**src/rtl/alu_pkg.sv**
```systemverilog
package alu_pkg;
  typedef enum logic [4:0] {
    OP_ADD   = 5'd0,  OP_ADDC = 5'd1,  OP_SUB  = 5'd2,  OP_SUBC  = 5'd3,
    OP_AND   = 5'd4,  OP_OR   = 5'd5,  OP_XOR  = 5'd6,  OP_INV   = 5'd7,
    OP_NEG   = 5'd8,  OP_INC  = 5'd9,  OP_DEC  = 5'd10, OP_TST   = 5'd11,
    OP_CLR   = 5'd12, OP_SET  = 5'd13, OP_WADD = 5'd14, OP_WSUB  = 5'd15,
    OP_MULU  = 5'd16, OP_MULS = 5'd17, OP_MULSU = 5'd18
  } alu_op_e;

  localparam int FL_C = 0;
  localparam int FL_Z = 1;
  localparam int FL_N = 2;
  localparam int FL_V = 3;
  localparam int FL_S = 4;
  localparam int FL_H = 5;

  localparam logic [7:0] MASK_ARITH = 8'b0011_1111;
  localparam logic [7:0] MASK_LOGIC = 8'b0001_1110;
  localparam logic [7:0] MASK_INV   = 8'b0001_1111;
  localparam logic [7:0] MASK_WORD  = 8'b0001_1111;
  localparam logic [7:0] MASK_MUL   = 8'b0000_0011;

  function automatic logic is_two_clk(alu_op_e op);
    return op inside {OP_WADD, OP_WSUB, OP_MULU, OP_MULS, OP_MULSU};
  endfunction
endpackage

```
**src/rtl/alu_core.sv**
```systemverilog
module alu_core
  import alu_pkg::*;
#(
  parameter int DW = 8
) (
  input  alu_op_e         op_i,
  input  logic [DW-1:0]   a_i,
  input  logic [DW-1:0]   b_i,
  input  logic            c_i,
  input  logic            z_i,
  output logic [DW-1:0]   res_o,
  output logic [7:0]      flags_o,
  output logic [7:0]      mask_o
);
  localparam int MSB = DW - 1;
  localparam int NB  = DW / 2;  // half-carry bit position

  logic [DW:0]   ext;
  logic [DW-1:0] x, y, r;
  logic          cin, co, hc, vf, zf;

  always_comb begin
    x      = a_i;
    y      = b_i;
    cin    = 1'b0;
    ext    = '0;
    r      = '0;
    co     = 1'b0;
    hc     = 1'b0;
    vf     = 1'b0;
    mask_o = '0;
    case (op_i)
      OP_ADD, OP_ADDC: begin
        cin    = (op_i == OP_ADDC) & c_i;
        ext    = {1'b0, x} + {1'b0, y} + {{DW{1'b0}}, cin};
        r      = ext[MSB:0];
        co     = ext[DW];
        hc     = x[NB] ^ y[NB] ^ r[NB];
        vf     = (x[MSB] == y[MSB]) && (r[MSB] != x[MSB]);
        mask_o = MASK_ARITH;
      end
      OP_SUB, OP_SUBC, OP_NEG: begin
        if (op_i == OP_NEG) begin
          x = '0;
          y = a_i;
        end
        cin    = (op_i == OP_SUBC) & c_i;
        ext    = {1'b0, x} - {1'b0, y} - {{DW{1'b0}}, cin};
        r      = ext[MSB:0];
        co     = ext[DW];
        hc     = x[NB] ^ y[NB] ^ r[NB];
        vf     = (x[MSB] != y[MSB]) && (r[MSB] != x[MSB]);
        mask_o = MASK_ARITH;
      end
      OP_AND: begin r = a_i & b_i; mask_o = MASK_LOGIC; end
      OP_OR:  begin r = a_i | b_i; mask_o = MASK_LOGIC; end
      OP_XOR: begin r = a_i ^ b_i; mask_o = MASK_LOGIC; end
      OP_TST: begin r = a_i;       mask_o = MASK_LOGIC; end
      OP_CLR: begin r = '0;        mask_o = MASK_LOGIC; end
      OP_INV: begin
        r      = ~a_i;
        co     = 1'b1;
        mask_o = MASK_INV;
      end
      OP_INC: begin
        r      = a_i + 1'b1;
        vf     = (r == {1'b1, {(DW-1){1'b0}}});
        mask_o = MASK_LOGIC;
      end
      OP_DEC: begin
        r      = a_i - 1'b1;
        vf     = (r == {1'b0, {(DW-1){1'b1}}});
        mask_o = MASK_LOGIC;
      end
      OP_SET: r = '1;
      default: r = '0;
    endcase
    // borrow chain: a zero result keeps the previous Z
    zf = (r == '0) && !((op_i == OP_SUBC) && !z_i);
    flags_o       = '0;
    flags_o[FL_C] = co;
    flags_o[FL_Z] = zf;
    flags_o[FL_N] = r[MSB];
    flags_o[FL_V] = vf;
    flags_o[FL_S] = r[MSB] ^ vf;
    flags_o[FL_H] = hc;
    res_o         = r;
  end
endmodule

```
**src/rtl/alu_wide.sv**
```systemverilog
module alu_wide
  import alu_pkg::*;
#(
  parameter int DW = 8,
  parameter int IW = 6
) (
  input  logic            clk_i,
  input  logic            rst_ni,
  input  logic            start_i,
  input  alu_op_e         op_i,
  input  logic [DW-1:0]   a_i,
  input  logic [DW-1:0]   b_i,
  input  logic [2*DW-1:0] word_i,
  output logic            busy_o,
  output logic [2*DW-1:0] wide_o,
  output logic [7:0]      flags_o,
  output logic [7:0]      mask_o
);
  localparam int WW  = 2 * DW;
  localparam int WMS = WW - 1;

  logic          busy_q;
  alu_op_e       op_q;
  logic [DW-1:0] a_q, b_q;
  logic [WW-1:0] w_q, wide_q, k, ea, eb, r;
  logic          cf, vf;

  always_ff @(posedge clk_i or negedge rst_ni) begin
    if (!rst_ni) begin
      busy_q <= 1'b0;
      op_q   <= OP_ADD;
      a_q    <= '0;
      b_q    <= '0;
      w_q    <= '0;
    end else begin
      busy_q <= start_i;
      if (start_i) begin
        op_q <= op_i;
        a_q  <= a_i;
        b_q  <= b_i;
        w_q  <= word_i;
      end
    end
  end

  always_comb begin
    k      = {{(WW-IW){1'b0}}, b_q[IW-1:0]};
    ea     = (op_q == OP_MULU) ? {{DW{1'b0}}, a_q} : {{DW{a_q[DW-1]}}, a_q};
    eb     = (op_q == OP_MULS) ? {{DW{b_q[DW-1]}}, b_q} : {{DW{1'b0}}, b_q};
    r      = '0;
    cf     = 1'b0;
    vf     = 1'b0;
    mask_o = MASK_MUL;
    case (op_q)
      OP_WADD: begin
        r      = w_q + k;
        vf     = !w_q[WMS] && r[WMS];
        cf     = w_q[WMS] && !r[WMS];
        mask_o = MASK_WORD;
      end
      OP_WSUB: begin
        r      = w_q - k;
        vf     = w_q[WMS] && !r[WMS];
        cf     = !w_q[WMS] && r[WMS];
        mask_o = MASK_WORD;
      end
      default: begin
        r  = ea * eb;  // low half is exact for either signedness
        cf = r[WMS];
      end
    endcase
    flags_o       = '0;
    flags_o[FL_C] = cf;
    flags_o[FL_Z] = (r == '0);
    flags_o[FL_N] = r[WMS];
    flags_o[FL_V] = vf;
    flags_o[FL_S] = r[WMS] ^ vf;
  end

  always_ff @(posedge clk_i or negedge rst_ni) begin
    if (!rst_ni)     wide_q <= '0;
    else if (busy_q) wide_q <= r;
  end

  assign busy_o = busy_q;
  assign wide_o = wide_q;
endmodule

```
**src/rtl/alu_sreg.sv**
```systemverilog
module alu_sreg (
  input  logic       clk_i,
  input  logic       rst_ni,
  input  logic       we_i,
  input  logic [7:0] d_i,
  input  logic       upd_i,
  input  logic [7:0] flags_i,
  input  logic [7:0] mask_i,
  output logic [7:0] q_o
);
  logic [7:0] q;

  always_ff @(posedge clk_i or negedge rst_ni) begin
    if (!rst_ni)    q <= '0;
    else if (we_i)  q <= d_i;
    else if (upd_i) q <= (q & ~mask_i) | (flags_i & mask_i);
  end

  assign q_o = q;
endmodule

```
**src/rtl/byte_alu.sv**
```systemverilog
module byte_alu
  import alu_pkg::*;
#(
  parameter int DW = 8,
  parameter int IW = 6
) (
  input  logic            clk_i,
  input  logic            rst_ni,
  input  logic            op_valid_i,
  input  logic [4:0]      op_i,
  input  logic [DW-1:0]   a_i,
  input  logic [DW-1:0]   b_i,
  input  logic [2*DW-1:0] word_i,
  input  logic            sreg_we_i,
  input  logic [7:0]      sreg_d_i,
  output logic [DW-1:0]   result_o,
  output logic [2*DW-1:0] wide_o,
  output logic            busy_o,
  output logic [7:0]      sreg_o
);
  alu_op_e    op;
  logic       accept, core_upd, wide_start, wide_busy;
  logic [7:0] core_flags, core_mask, wide_flags, wide_mask, sel_flags, sel_mask;

  assign op         = alu_op_e'(op_i);
  assign accept     = op_valid_i && !wide_busy;
  assign core_upd   = accept && !is_two_clk(op);
  assign wide_start = accept && is_two_clk(op);

  alu_core #(.DW(DW)) u_core (
    .op_i   (op),
    .a_i    (a_i),
    .b_i    (b_i),
    .c_i    (sreg_o[FL_C]),
    .z_i    (sreg_o[FL_Z]),
    .res_o  (result_o),
    .flags_o(core_flags),
    .mask_o (core_mask)
  );

  alu_wide #(.DW(DW), .IW(IW)) u_wide (
    .clk_i  (clk_i),
    .rst_ni (rst_ni),
    .start_i(wide_start),
    .op_i   (op),
    .a_i    (a_i),
    .b_i    (b_i),
    .word_i (word_i),
    .busy_o (wide_busy),
    .wide_o (wide_o),
    .flags_o(wide_flags),
    .mask_o (wide_mask)
  );

  // no byte op is accepted while busy, so the two sources never collide
  assign sel_flags = wide_busy ? wide_flags : core_flags;
  assign sel_mask  = wide_busy ? wide_mask  : core_mask;

  alu_sreg u_sreg (
    .clk_i  (clk_i),
    .rst_ni (rst_ni),
    .we_i   (sreg_we_i),
    .d_i    (sreg_d_i),
    .upd_i  (core_upd || wide_busy),
    .flags_i(sel_flags),
    .mask_i (sel_mask),
    .q_o    (sreg_o)
  );

  assign busy_o = wide_busy;
endmodule

```
**config.mk**
```make
export PLATFORM = sky130hd
export DESIGN_NAME = byte_alu
export DESIGN_NICKNAME = d
export VERILOG_FILES = /design/src/rtl/alu_pkg.sv /design/src/rtl/alu_core.sv /design/src/rtl/alu_wide.sv /design/src/rtl/alu_sreg.sv /design/src/rtl/byte_alu.sv
export SDC_FILE = /design/constraint.sdc
export NUM_CORES = 1
export LEC_CHECK = 0
export ABC_AREA = 1
export CAP_MARGIN = 10
export CORE_UTILIZATION = 55
export CTS_CLUSTER_SIZE = 25
export DETAILED_ROUTE_END_ITERATION = 8
export GPL_TIMING_DRIVEN = 0
export PLACE_DENSITY = 0.83
export SYNTH_ARGS = -nofsm -noshare
export SYNTH_HDL_FRONTEND = slang
export SYNTH_SLANG_ARGS = --single-unit
export TNS_END_PERCENT = 20
```
**constraint.sdc**
```tcl
create_clock -name clk_i -period 15.5 [get_ports clk_i]
set_input_delay 3.1 -clock clk_i [delete_from_list [all_inputs] [get_ports clk_i]]
set_output_delay 3.1 -clock clk_i [all_outputs]
set_load 0.005 [all_outputs]
```
Yosys cells after proc, flatten, opt, wreduce, memory -nomap -nowiden
Cells that the tools add are included.
Widths: inputs -> output; s select.

storage, ports and cells
  flip-flop bits (word level) = 62
  input port bits = 49
  output and inout bits = 33
  logic and storage cells = 108

operators by class
  add/sub/neg operators = 8
  multiply operators = 1
  eq/ne operators = 28
  multiplexer cells = 19
  bitwise logic cells = 16
  reduce and logical (&&, ||, !) cells = 29

operators with widths
  cell                 count
  $pmux 8 s10          1
  $mux 8               7
  $eq 5x4->1 const B   10
  $mux 16              2
  $pmux 16 s2          1
  $eq 5x5->1 const B   5
  $eq 5x3->1 const B   4
  $pmux 6 s3           1
  $add 16x6->16        1
  $and 8x8->8          2
  $logic_not 16->1     1
  $mul 16x16->16       1
  $not 8->8            2
  $or 8x8->8           2
  $sub 16x6->16        1
  $logic_and 1x1->1    11
  $eq 5x2->1 const B   2
  $add 8x8->9          1
  $add 9x1->9          1
  $sub 8x8->9          1
  $sub 9x1->9          1
  $add 8x1->8 const B  1
  $and 6x8->8          1
  $eq 8x7->1 const B   1
  23 further kinds     40

Longest topological paths before layout
Gate-level depths: netlist of the first run.

  depth in word-level cells = 14
  depth in mapped cells = 36
  gate-level depth less buffers = 35

Hierarchy
A second synthesis of the first run with hierarchy kept.

unflattened totals
  cell total of the unflattened synthesis = 1641
  area, all modules = 10712.8 sq um

modules (own cells, without submodules)
  module    instances  cells an instance  area an instance (sq um)  seq. area each (sq um)
  alu_wide  1          1028               7445.9                    1351.3
  alu_core  1          464                2427.3                    0.0
  alu_sreg  1          85                 551.8                     200.2
  byte_alu  1          64                 287.8                     0.0

Worst setup path after synthesis of the first run
OpenSTA, ideal clock, no wires.

  path kind = input to output
  start point = input port op_i[1]
  end point = output port result_o[4]
  arrival = 5.762 ns
  data required time = 12.400 ns
  slack = 6.638 ns
  stages = 14
  path buffers = 1
  cells stage by stage = nor2_1 -> nand3_2 -> clkbuf_1 -> nand2_1 -> o21ai_0 -> fa_1 -> fa_1 -> nor2_1 -> o21ai_0 -> or2_2 -> nand2_1 -> nor2_1 -> nor4_1 -> inv_1

between the ends
  cells in the longest elaborated chain, start to end = 6
  elaborated cells on any way between the ends = 25
  those cells by class = 3 x add/sub; 12 x eq/ne; 5 x mux; 2 x bitwise; 3 x reduce/logical

RTL lines
  what                line                            text
  start: declaration  byte_alu.sv:10                  input logic [4:0] op_i,
  $eq 5x4->1          alu_core.sv:32, alu_core.sv:43
  $mux 8              alu_core.sv:43                  if (op_i == OP_NEG) begin
  $mux 8              alu_core.sv:32                  case (op_i)
  $sub 8x8->9         alu_core.sv:48                  ext = {1'b0, x} - {1'b0, y} - {{DW{1'b0}}, cin};
  $sub 9x1->9         alu_core.sv:48
  $pmux 8 s10 (*)     alu_core.sv:32
  end: declaration    byte_alu.sv:16                  output logic [DW-1:0] result_o,

Every way passes the cells marked *; elsewhere a longest branch is shown, timed or not. The select of a mux whose other input is x is not followed.

Worst setup path after layout of the first run
  start point = input port op_i[3]
  end point = output port result_o[4]

Same word-level chain as after synthesis.

==> results.txt, run 1 <==
----------------------------------------------------
[Placement]
  Final weighted congestion of routability-driven global placement ... 0.983
  Port bufs ... 81
  Total placed instance area ... 0.0109 mm^2
  HPWL after detailed placement ... 23.0 mm
  Placed insts ... 1744

[Routing]
  ANT nets after route ... 0
  Per-cell routed wire length ... 15.9 um
  Routed WL ... 27.9 mm
  Drt first-iter violations ... 856
  Routed vias/inst ... 5.50
  DR DRC count ... 0
  Number of optimization iterations in the first detailed-route pass ... 5
  Total vias in the final route ... 9675

[Cells and area]
  Antenna Diode Count ... 0
  Area of all sequential standard cells ... 0.00155 mm^2
  Layout Utilization ... 64.6%
  Commonest non-fill, non-tap cells in the layout ... nand2_1 (362), inv_1 (294), ha_1 (102)
  Non-Filler Cell Area, Final ... 0.0112 mm^2
  Count of nets after finishing ... 1755
  Footprint of the multi-input gates ... 0.00684 mm^2
  Fillers ... 1584
  Most common cell after layout, fill and taps aside ... nand2_1
  Share of post-route cells with drive strength above 1 ... 5.21%
  Final standard cell count with taps included and fillers excluded ... 1760
  Area grow syn2layout ... 14.5%

[Global route]
  Global route total overflow ... 0
  Largest net degree at the start of global routing ... 42
  Highest-utilization routing layer at the global route stage ... met2
  Routing usage on met3 ... 3.44%
  Initial antenna violation count ... 0
  Met1 routing resource usage after global routing ... 44.1%
  Global-route wire length before repair ... 44.8 mm
  GRT Resource Usage Total ... 31.5%
  Via count of the first global-routing pass ... 9025
  M2 GR Usage ... 50.8%

[Clocking]
  Cts hold-fix bufs ... 0
  Number of buffers created by CTS ... 9
  Post-CTS Setup Repair Bufs ... 0
  CTS H-tree lvls ... 3
  Clock network latency to the later pin of the worst-skew pair ... 0.33 ns
  TritonCTS clock tree ... yes
  Largest buffer count on any clock path ... 2
  Number of clock sinks ... 62
  Total of cells resized after clock tree synthesis ... 0
  Register clock-pin slew on the reported worst setup and hold paths ... 0.06 ns
  Buffer cell driving the clock tree root ... clkbuf_16

[Synthesis]
  Cell taking the most area after synthesis ... dfrtp_1
  Gate count of the mapped netlist ... 1437
  Number of flip-flops and latches in the synthesized netlist ... 62
  Count of cell types in the netlist ... 53
  Synth warn ... 0
  Syn nets ... 1662
  Area of the mapped netlist ... 0.00975 mm^2
  Share of the yosys chip area belonging to registers ... 15.9%
  Leading post-synthesis cells by cell area ... dfrtp_1 (16%), fa_1 (15%), nand2_1 (14%)
  Yosys top cell area share ... 15.9%
  Post-synthesis area per instance ... 6.79 um^2

[STA]
  Clock Skews ... 0.0124 ns
  Slew HR ... 52.6%
  Setup repair after global routing missed its margin ... no
  Setup violation total in the final timing report ... 0
  Setup Total Neg Slack ... 0 ns
  Final max-slew violation count ... 0
  Count of endpoints failing hold in the final timing report ... 0
  Fmax ... 94.7 MHz
  Post-layout min period ... 10.55 ns
  Share of the cycle needed by the critical path after routing ... 68.1%
  Worst slew pin tran ... 0.709 ns

[Pwr]
  Clock network fraction of design power ... 12.8%
  Power Density ... 145 mW/mm^2
  Share of power burned in combinational logic ... 72.2%
  Pint ... 0.778 mW
  Switching part of the total ... 51.9%
  Total leakage power ... 6.25 nW
  Maximum resistive drop on vdd ... 0.244 mV
  Sw power ... 0.840 mW
  Share of total power in sequential cells ... 15.0%

[Critical path]
  Maximum fanout encountered on the critical timing path ... 10
  Data arrival, critical path ... 7.45 ns
  Count of buffer and inverter cells on the critical path ... 5
  Worst Setup End Kind ... primary output
  Crit path largest cell delay ... 0.62 ns
  Type of the setup path with the least slack ... in2out
  Startpoint Class ... primary input
  Family of cells with the greatest summed delay on the critical path ... simple AND/OR/NAND/NOR gates
  Required time of the critical path ... 12.40 ns
  Worst-path cell chain ... clkdlybuf4s50_1 -> inv_2 -> nor2_4 -> nand3_2 -> clkbuf_1 -> nand2_1 -> o21ai_0 -> fa_1 -> fa_1 -> nor2_1 -> o21ai_0 -> or2_2 -> nand2_1 -> nor2_1 -> nor4_1 -> inv_1 -> clkdlybuf4s50_1
  Cell with the largest stage delay on the worst path ... clkdlybuf4s50_1

[Die]
  Die Area ... 0.0183 mm^2
  Initial standard-cell utilization of the core ... 56.4%
  Vertical extent of the die ... 135 um
  Site Rows ... 48
  Die span in x ... 135 um
  Placeable core region ... 0.0173 mm^2
  I/O Pins ... 82

[Job]
  Max_cap viols ... 0

[Worst hold path]
  Min-Delay Path Class ... reg2reg

[Outcome]
  Result of the run ... complete, no violations

----------------------------------------------------
[worst paths after layout]
check	startpoint	to	slack, ns	depth (start not counted)
worst max-delay path	op_i[3]	result_o[4]	4.95	17
worst min-delay path	u_wide.wide_o[5]$_DFFE_PN0P_	u_wide.wide_o[5]$_DFFE_PN0P_	0.48	2
worst max register to register	u_wide.b_q[2]$_DFFE_PN0P_	register	8.94	32
worst min register to register	u_wide.wide_o[5]$_DFFE_PN0P_	u_wide.wide_o[5]$_DFFE_PN0P_	0.48	2
max in group asynchronous	rst_ni	u_wide.a_q[5]$_DFFE_PN0P_	12.15	2
min in group asynchronous	rst_ni	u_wide.wide_o[8]$_DFFE_PN0P_	2.74	1
[layout make-up]
type | count | area share (%)
Multi-Input combinational cell | 1026 | 61.2
Sequential cell | 62 | 13.9
Inverter | 302 | 10.2
Timing Repair Buffer | 82 | 7.39
Tap cell | 225 | 2.52
Clock buffer | 10 | 2.14
Buffer | 47 | 2.06
Clock inverter | 6 | 0.616
[power groups by stage]
| stage | Clock (mW) | Combinational, mW | Sequential, mW |
|---|---|---|---|
| after floorplan | 0 | 0.808 | 0.236 |
| after global placement | 0 | 1.13 | 0.243 |
| after detailed placement | 0 | 1.16 | 0.244 |
| after CTS | 0.209 | 1.17 | 0.242 |
| after global routing | 0.215 | 1.34 | 0.248 |
| final | 0.208 | 1.17 | 0.243 |
[sequential cells by signal (all words and copies together), names as in the netlist, named ones only]
signal	flops
u_sreg.q_o	2
u_wide.a_q	8
u_wide.b_q	8
u_wide.busy_o	1
u_wide.op_q	5
u_wide.w_q	16
u_wide.wide_o	16
[worst min-delay path: cells and delay by family (launching register included)]
| family | cells | cell delay, ns |
|---|---|---|
| flops | 1 | 0.34 |
| simple gates | 2 | 0.10 |
[metrics by stage]
stage               total power, mW  worst slack, ns  hold slack, ns
floorplan                      1.04             6.64           0.465
global placement               1.37             5.08           0.464
detailed placement             1.40             5.05           0.465
CTS                            1.62             5.01           0.481
global route                   1.80             4.62           0.496
finish                         1.62             4.95           0.476
[cell families (layout without fill, tap and decap cells)]
logic type,count (synthesis),in the layout,synth area share [%]
buffers and inverters,349,447,14.0
AND/OR/NAND/NOR,619,619,27.6
adder cells (fa/ha/maj),176,176,28.3
AO/OA/AOI/OAI,208,208,12.2
flip-flops,62,62,15.9
XOR/XNOR,23,23,2.07
[Yosys cell counts (all sizes together)]
cell	n
nand2	366
inv	301
nor2	103
ha	102
o21ai	100
nand3	88
fa	74
dfrtp	62
a21oi	61
clkbuf	30
nand4	25
buf	17
nor3	16
xor2	13
o22ai	10
or2	10
xnor2	10
nor4	8
a221oi	7
o211ai	7
a31oi	6
a21o	3
o21a	3
a211oi	2
nand3b	2
o2111ai	2
o21bai	2
a22oi	1
a2bb2oi	1
a31o	1
a32o	1
and3	1
clkinv	1
o31ai	1
[layer usage]
layer / wire (um) / up-vias
li1: - / 4709
met1: 12200 / 4519
met2: 12800 / 407
met3: 2200 / 40
met4: 661 / 0
met5: 0 / -
No activity file was read; power rests on OpenSTA's default activity.
==> run 2: changes to the inputs <==
--- a/config.mk
+++ b/config.mk
@@ -11,7 +11,7 @@
 export CTS_CLUSTER_SIZE = 25
 export DETAILED_ROUTE_END_ITERATION = 8
 export GPL_TIMING_DRIVEN = 0
-export PLACE_DENSITY = 0.83
+export PLACE_DENSITY = 0.86
 export SYNTH_ARGS = -nofsm -noshare
 export SYNTH_HDL_FRONTEND = slang
 export SYNTH_SLANG_ARGS = --single-unit
==> constraint.sdc (replaced) <==
create_clock -name clk_i -period 8.85 [get_ports clk_i]
set_input_delay 1.77 -clock clk_i [delete_from_list [all_inputs] [get_ports clk_i]]
set_output_delay 1.77 -clock clk_i [all_outputs]
set_load 0.005 [all_outputs]
==> run 2 against run 1 <==
Against the previous run: sequential share of layout area barely moved; wire length shrank 0.82%; hold slack lost 0.00066 ns; design area increased by 0.24%; clock power is 88% higher; non-clock buffer count unchanged; via count increased by 0.23%; die area unchanged; core utilization rose by 0.15 points; critical path type unchanged; critical endpoint unchanged; largest cell class unchanged.
==> results.txt, run 2 (same netlist as run 1, synthesis figures left out) <==
----------------------------------------------------
[Outcome]
  Result of the run ... complete, no violations

[STA]
  Final max-slew violation count ... 0 (unchanged)
  Count of endpoints failing hold in the final timing report ... 0 (unchanged)
  Clock Skews ... 0.00842 ns (-0.00402 ns)
  Slew HR ... 55.2% (+2.6 points)
  Setup repair after global routing missed its margin ... no
  Setup violation total in the final timing report ... 0 (unchanged)
  Setup Total Neg Slack ... 0 ns (unchanged)
  Post-layout min period ... 7.98 ns
  Worst slew pin tran ... 0.667 ns (-0.0420 ns)
  Fmax ... 125 MHz
  Share of the cycle needed by the critical path after routing ... 90.2%

[Die]
  Die span in x ... 135 um (unchanged)
  Initial standard-cell utilization of the core ... 56.4% (unchanged)
  Die Area ... 0.0183 mm^2 (unchanged)
  Site Rows ... 48 (unchanged)
  I/O Pins ... 82 (unchanged)
  Placeable core region ... 0.0173 mm^2 (unchanged)
  Vertical extent of the die ... 135 um (unchanged)

[Critical path]
  Data arrival, critical path ... 6.21 ns (-1.24 ns)
  Most frequent cell on the critical path ... nor2_1
  Worst setup startpoint ... op_i[1]
  Required time of the critical path ... 7.08 ns (-5.32 ns)
  Number of cell instances on the worst register-to-register path ... 32 (unchanged)
  Cell with the largest stage delay on the worst path ... nor4_1
  Crit path largest cell delay ... 0.62 ns (about the same)
  Internal reg-to-reg setup slack ... 2.27 ns (-6.67 ns)
  Critical path destination ... result_o[4]
  Launch instance of the worst register-to-register path ... u_wide.b_q[2]$_DFFE_PN0P_
  Startpoint Class ... primary input
  Worst Setup End Kind ... primary output
  Type of the setup path with the least slack ... in2out
  Worst-path cell chain ... clkdlybuf4s50_1 -> nor2_1 -> nand3_2 -> clkbuf_1 -> nand2_1 -> o21ai_0 -> fa_1 -> fa_1 -> nor2_1 -> o21ai_0 -> or2_2 -> nand2_1 -> nor2_1 -> nor4_1 -> inv_1 -> clkdlybuf4s50_1
  Maximum fanout encountered on the critical timing path ... 10 (unchanged)

[Routing]
  Total vias in the final route ... 9697 (+0.23%)
  Routed WL ... 27.7 mm (-0.82%)
  Per-cell routed wire length ... 15.7 um (-0.82%)
  Number of optimization iterations in the first detailed-route pass ... 6 (+1)
  Routed vias/inst ... 5.51 (+0.23%)
  ANT nets after route ... 0 (unchanged)
  Drt first-iter violations ... 1003 (+17%)
  DR DRC count ... 0 (unchanged)

[Global route]
  Via count of the first global-routing pass ... 9006 (-0.21%)
  Initial antenna violation count ... 0 (unchanged)
  Global-route wire length before repair ... 44.6 mm (-0.37%)
  Global route total overflow ... 0 (unchanged)
  Largest net degree at the start of global routing ... 40 (-4.8%)
  GRT Resource Usage Total ... 31.3% (-0.15 points)

[Placement]
  Total placed instance area ... 0.0109 mm^2 (unchanged)
  Port bufs ... 81 (unchanged)
  HPWL after detailed placement ... 22.8 mm (-1.1%)
  Final weighted congestion of routability-driven global placement ... 1.01 (+2.6%)

[Cells and area]
  Most common cell after layout, fill and taps aside ... nand2_1
  Area grow syn2layout ... 14.8%
  Count of nets after finishing ... 1755 (unchanged)
  Share of post-route cells with drive strength above 1 ... 5.21% (unchanged)
  Non-Filler Cell Area, Final ... 0.0112 mm^2 (+0.24%)
  Antenna Diode Count ... 0 (unchanged)
  Commonest non-fill, non-tap cells in the layout ... nand2_1 (362), inv_1 (294), ha_1 (102)

[Clocking]
  CTS H-tree lvls ... 3 (unchanged)
  Clock network latency to the later pin of the worst-skew pair ... 0.34 ns (about the same)
  Cts hold-fix bufs ... 0 (unchanged)
  Buffer cell driving the clock tree root ... clkbuf_16
  Total of cells resized after clock tree synthesis ... 0 (unchanged)
  TritonCTS clock tree ... yes
  Post-CTS Setup Repair Bufs ... 0 (unchanged)
  Largest buffer count on any clock path ... 2 (unchanged)
  Number of buffers created by CTS ... 9 (unchanged)
  Register clock-pin slew on the reported worst setup and hold paths ... 0.05 ns (about the same)
  Number of clock sinks ... 62 (unchanged)

[Pwr]
  Total leakage power ... 6.26 nW (+0.20%)
  Power Density ... 254 mW/mm^2 (+76%)
  Maximum resistive drop on vdd ... 0.348 mV (+42%)

[Job]
  Max_cap viols ... 0 (unchanged)

[Worst hold path]
  Min-Delay Path Class ... reg2reg

----------------------------------------------------
==> run 2: per-layer routing <==
| layer | global-route usage, % | wire length (um) | vias to the layer above |
|---|---|---|---|
| li1 | - | - | 4698 |
| met3 | 4.71 | 2120 | 58 |
| met4 | 10.1 | 739 | 0 |
| met5 | 0 | 0 | - |
| met1 | 42.9 | 12100 | 4514 |
| met2 | 50.8 | 12700 | 427 |
==> run 2: worst max-delay path, delay by kind of cell <==
kind	cells	cell delay, ns
compound gates	2	0.28
simple gates	8	1.87
buf+inv	4	1.33
fa+ha+maj	2	0.94
==> run 2: how the worst min path moves through the flow <==
stage | from | end | depth (start not counted)
finish | u_wide.wide_o[5]$_DFFE_PN0P_ | u_wide.wide_o[5]$_DFFE_PN0P_ | 2
global route | u_wide.wide_o[13]$_DFFE_PN0P_ | u_wide.wide_o[13]$_DFFE_PN0P_ | 2
CTS | u_wide.wide_o[5]$_DFFE_PN0P_ | u_wide.wide_o[5]$_DFFE_PN0P_ | 2
detailed placement | u_wide.wide_o[5]$_DFFE_PN0P_ | u_wide.wide_o[5]$_DFFE_PN0P_ | 2
global placement | u_sreg.q_o[6]$_DFFE_PN0P_ | u_sreg.q_o[6]$_DFFE_PN0P_ | 2
floorplan | u_sreg.q_o[6]$_DFFE_PN0P_ | u_sreg.q_o[6]$_DFFE_PN0P_ | 2
==> run 2: layout make-up <==
type,instances,area [um^2]
buffer,47,230
clock buffer,11,253
clock inverter,5,81.3
fill,1568,6100
inverter,302,1130
multi-input combinational,1026,6840
sequential,62,1550
tap,225,282
timing repair buffer,82,826
==> run 2: stage by stage <==
step	instances	setup WS, ns	util, %	hold slack (ns)	total power, mW
finish	1760	0.868	64.7	0.475	2.85
global route	1760	0.634	64.7	0.508	3.16
CTS	1760	0.953	64.7	0.481	2.86
detailed placement	1744	0.979	62.8	0.465	2.44
global placement	1743	0.955	62.7	0.464	2.39
floorplan	1437	2.65	-	0.465	1.83
==> run 2: power breakdown <==
part           switching [mW]  internal [mW]
registers              0.0676          0.360
logic                    1.26          0.774
clock network           0.130          0.262
total                    1.45           1.39
==> run 3: changes to the inputs <==
--- a/config.mk
+++ b/config.mk
@@ -8,9 +8,11 @@
 export ABC_AREA = 1
 export CAP_MARGIN = 10
 export CORE_UTILIZATION = 55
+export CTS_BUF_LIST = sky130_fd_sc_hd__clkbuf_8
 export CTS_CLUSTER_SIZE = 25
 export DETAILED_ROUTE_END_ITERATION = 8
 export GPL_TIMING_DRIVEN = 0
+export HOLD_SLACK_MARGIN = 0.08
 export PLACE_DENSITY = 0.86
 export SYNTH_ARGS = -nofsm -noshare
 export SYNTH_HDL_FRONTEND = slang
==> run 3 against run 2 <==
Against the previous run: total power decreased by 3.5%; combinational power about the same; design area down 0.91%; setup slack worse by 0.022 ns; clock power shrank 25%; clock-buffer cell count did not move; die area unchanged; sequential share of layout area rose by 0.13 points; via count about the same; hold slack improved by 0.0071 ns.
==> results.txt, run 3 (same netlist as run 1, synthesis figures left out) <==
----------------------------------------------------
[Outcome]
  Result of the run ... complete, no violations

[Global route]
  Via count of the first global-routing pass ... 9001 (-0.056%)
  Initial antenna violation count ... 0 (unchanged)
  GRT Resource Usage Total ... 31.2% (-0.19 points)
  Global route total overflow ... 0 (unchanged)
  Global-route wire length before repair ... 44.4 mm (-0.45%)
  Largest net degree at the start of global routing ... 40 (unchanged)

[Critical path]
  Worst Setup End Kind ... primary output
  Maximum fanout encountered on the critical timing path ... 10 (unchanged)
  Crit path largest cell delay ... 0.63 ns (about the same)
  Type of the setup path with the least slack ... in2out
  Data arrival, critical path ... 6.23 ns (+0.02 ns)
  Cell with the largest stage delay on the worst path ... nor4_1
  Required time of the critical path ... 7.08 ns (about the same)
  Family of cells with the greatest summed delay on the critical path ... simple AND/OR/NAND/NOR gates
  Count of buffer and inverter cells on the critical path ... 4 (unchanged)
  Worst-path cell chain ... clkdlybuf4s50_1 -> nor2_1 -> nand3_2 -> clkbuf_1 -> nand2_1 -> o21ai_0 -> fa_1 -> fa_1 -> nor2_1 -> o21ai_0 -> or2_2 -> nand2_1 -> nor2_1 -> nor4_1 -> inv_1 -> clkdlybuf4s50_1
  Most frequent cell on the critical path ... nor2_1
  Startpoint Class ... primary input

[Pwr]
  Total leakage power ... 6.22 nW (-0.74%)
  Power Density ... 248 mW/mm^2 (-2.6%)
  Maximum resistive drop on vdd ... 0.345 mV (-0.70%)

[Clocking]
  TritonCTS clock tree ... yes
  Post-CTS Setup Repair Bufs ... 0 (unchanged)
  Largest buffer count on any clock path ... 2 (unchanged)
  Buffer cell driving the clock tree root ... clkbuf_8
  Clock network latency to the later pin of the worst-skew pair ... 0.36 ns (+0.02 ns)
  CTS H-tree lvls ... 3 (unchanged)
  Register clock-pin slew on the reported worst setup and hold paths ... 0.08 ns (+0.03 ns)
  Number of clock sinks ... 62 (unchanged)
  Number of buffers created by CTS ... 9 (unchanged)
  Cts hold-fix bufs ... 0 (unchanged)
  Total of cells resized after clock tree synthesis ... 0 (unchanged)

[Routing]
  Total length of routed met2 wires ... 12.4 mm (-1.9%)
  DR DRC count ... 0 (unchanged)
  Total vias in the final route ... 9689 (-0.082%)
  Met3 routed WL ... 2.06 mm (-2.9%)
  Drt first-iter violations ... 926 (-7.7%)
  Number of optimization iterations in the first detailed-route pass ... 6 (unchanged)
  Per-cell routed wire length ... 15.6 um (-0.87%)
  Routed vias/inst ... 5.51 (about the same)
  Routed WL ... 27.4 mm (-0.87%)
  Sum of routed wire segments on met1 ... 12.1 mm (-0.53%)
  ANT nets after route ... 0 (unchanged)
  Top Layer Used ... met4

[Cells and area]
  Commonest non-fill, non-tap cells in the layout ... nand2_1 (362), inv_1 (294), ha_1 (102)
  Share of post-route cells with drive strength above 1 ... 5.21% (unchanged)
  Final standard cell count with taps included and fillers excluded ... 1760 (unchanged)
  Fillers ... 1582 (+0.89%)
  Count of nets after finishing ... 1755 (unchanged)
  Antenna Diode Count ... 0 (unchanged)
  Area grow syn2layout ... 13.7%
  Most common cell after layout, fill and taps aside ... nand2_1

[STA]
  Setup violation total in the final timing report ... 0 (unchanged)
  Setup Total Neg Slack ... 0 ns (unchanged)
  Final max-slew violation count ... 0 (unchanged)
  Setup repair after global routing missed its margin ... no
  Worst slew pin tran ... 0.681 ns (+0.0140 ns)
  Post-layout min period ... 8.00 ns (+0.0219 ns)
  Count of endpoints failing hold in the final timing report ... 0 (unchanged)
  Slew HR ... 54.2% (-0.94 points)
  Clock Skews ... 0.0130 ns (+0.00463 ns)
  Fmax ... 125 MHz (-0.27%)
  Share of the cycle needed by the critical path after routing ... 90.4% (+0.25 points)

[Job]
  Max_cap viols ... 0 (unchanged)

[Placement]
  Final weighted congestion of routability-driven global placement ... 1.01 (unchanged)
  Placed insts ... 1744 (unchanged)
  HPWL after detailed placement ... 22.8 mm (unchanged)
  Port bufs ... 81 (unchanged)

[Die]
  Site Rows ... 48 (unchanged)
  Die Area ... 0.0183 mm^2 (unchanged)
  Die span in x ... 135 um (unchanged)
  I/O Pins ... 82 (unchanged)
  Vertical extent of the die ... 135 um (unchanged)
  Placeable core region ... 0.0173 mm^2 (unchanged)
  Initial standard-cell utilization of the core ... 56.4% (unchanged)

[Worst hold path]
  Min-Delay Path Class ... reg2reg

----------------------------------------------------
[run 3: worst reg2reg max path, delay by kind of cell (launching register included)]
| kind | cells | cell delay (ns) |
|---|---|---|
| AOI/OAI and AO/OA | 3 | 0.23 |
| adders and majority gates | 7 | 3.27 |
| buffers and inverters | 6 | 0.72 |
| DFF | 1 | 0.35 |
| and+or+nand+nor | 16 | 1.93 |
[run 3: where the power goes]
part / switching [mW] / internal, mW / total, mW
logic: 1.26 / 0.775 / 2.03
clock network: 0.118 / 0.174 / 0.292
registers: 0.0662 / 0.359 / 0.425
[run 3: final cells by class]
class                      instances  area, um^2  area share, %
buffer                            47         230           2.08
tap                              225         282           2.54
inverter                         302        1130           10.2
timing repair buffer              82         826           7.44
clock buffer                      11         151           1.36
clock inverter                     5        81.3          0.733
multi-input combinational       1026        6840           61.6
sequential                        62        1550           14.0
[run 3: path summary, 6_finish.rpt]
kind / end / slack, ns / cells after the start / start
setup reg to reg: register / 2.29 / 32 / u_wide.b_q[2]$_DFFE_PN0P_
max in group asynchronous: u_wide.a_q[4]$_DFFE_PN0P_ / 6.81 / 2 / rst_ni
hold / removal: u_wide.wide_o[5]$_DFFE_PN0P_ / 0.48 / 2 / u_wide.wide_o[5]$_DFFE_PN0P_
setup / recovery: result_o[4] / 0.85 / 16 / op_i[1]
hold reg to reg: u_wide.wide_o[5]$_DFFE_PN0P_ / 0.48 / 2 / u_wide.wide_o[5]$_DFFE_PN0P_
min in group asynchronous: u_wide.w_q[5]$_DFFE_PN0P_ / 1.41 / 1 / rst_ni
[run 3: through the flow]
stage	instance area [um^2]	power, mW	hold slack (ns)	setup slack, ns	util [%]
floorplan	9750	1.83	0.465	2.65	-
global placement	10800	2.39	0.464	0.955	62.7
detailed placement	10900	2.44	0.465	0.979	62.8
CTS	11100	2.76	0.485	0.953	64.1
global route	11100	3.06	0.514	0.602	64.1
finish	11100	2.75	0.482	0.846	64.1
[run 3: routing by layer]
metal	global-route usage, %	up-vias
met4	11.4	0
met1	43.0	4504
li1	-	4694
met3	4.30	66
met5	0	-
met2	49.8	425
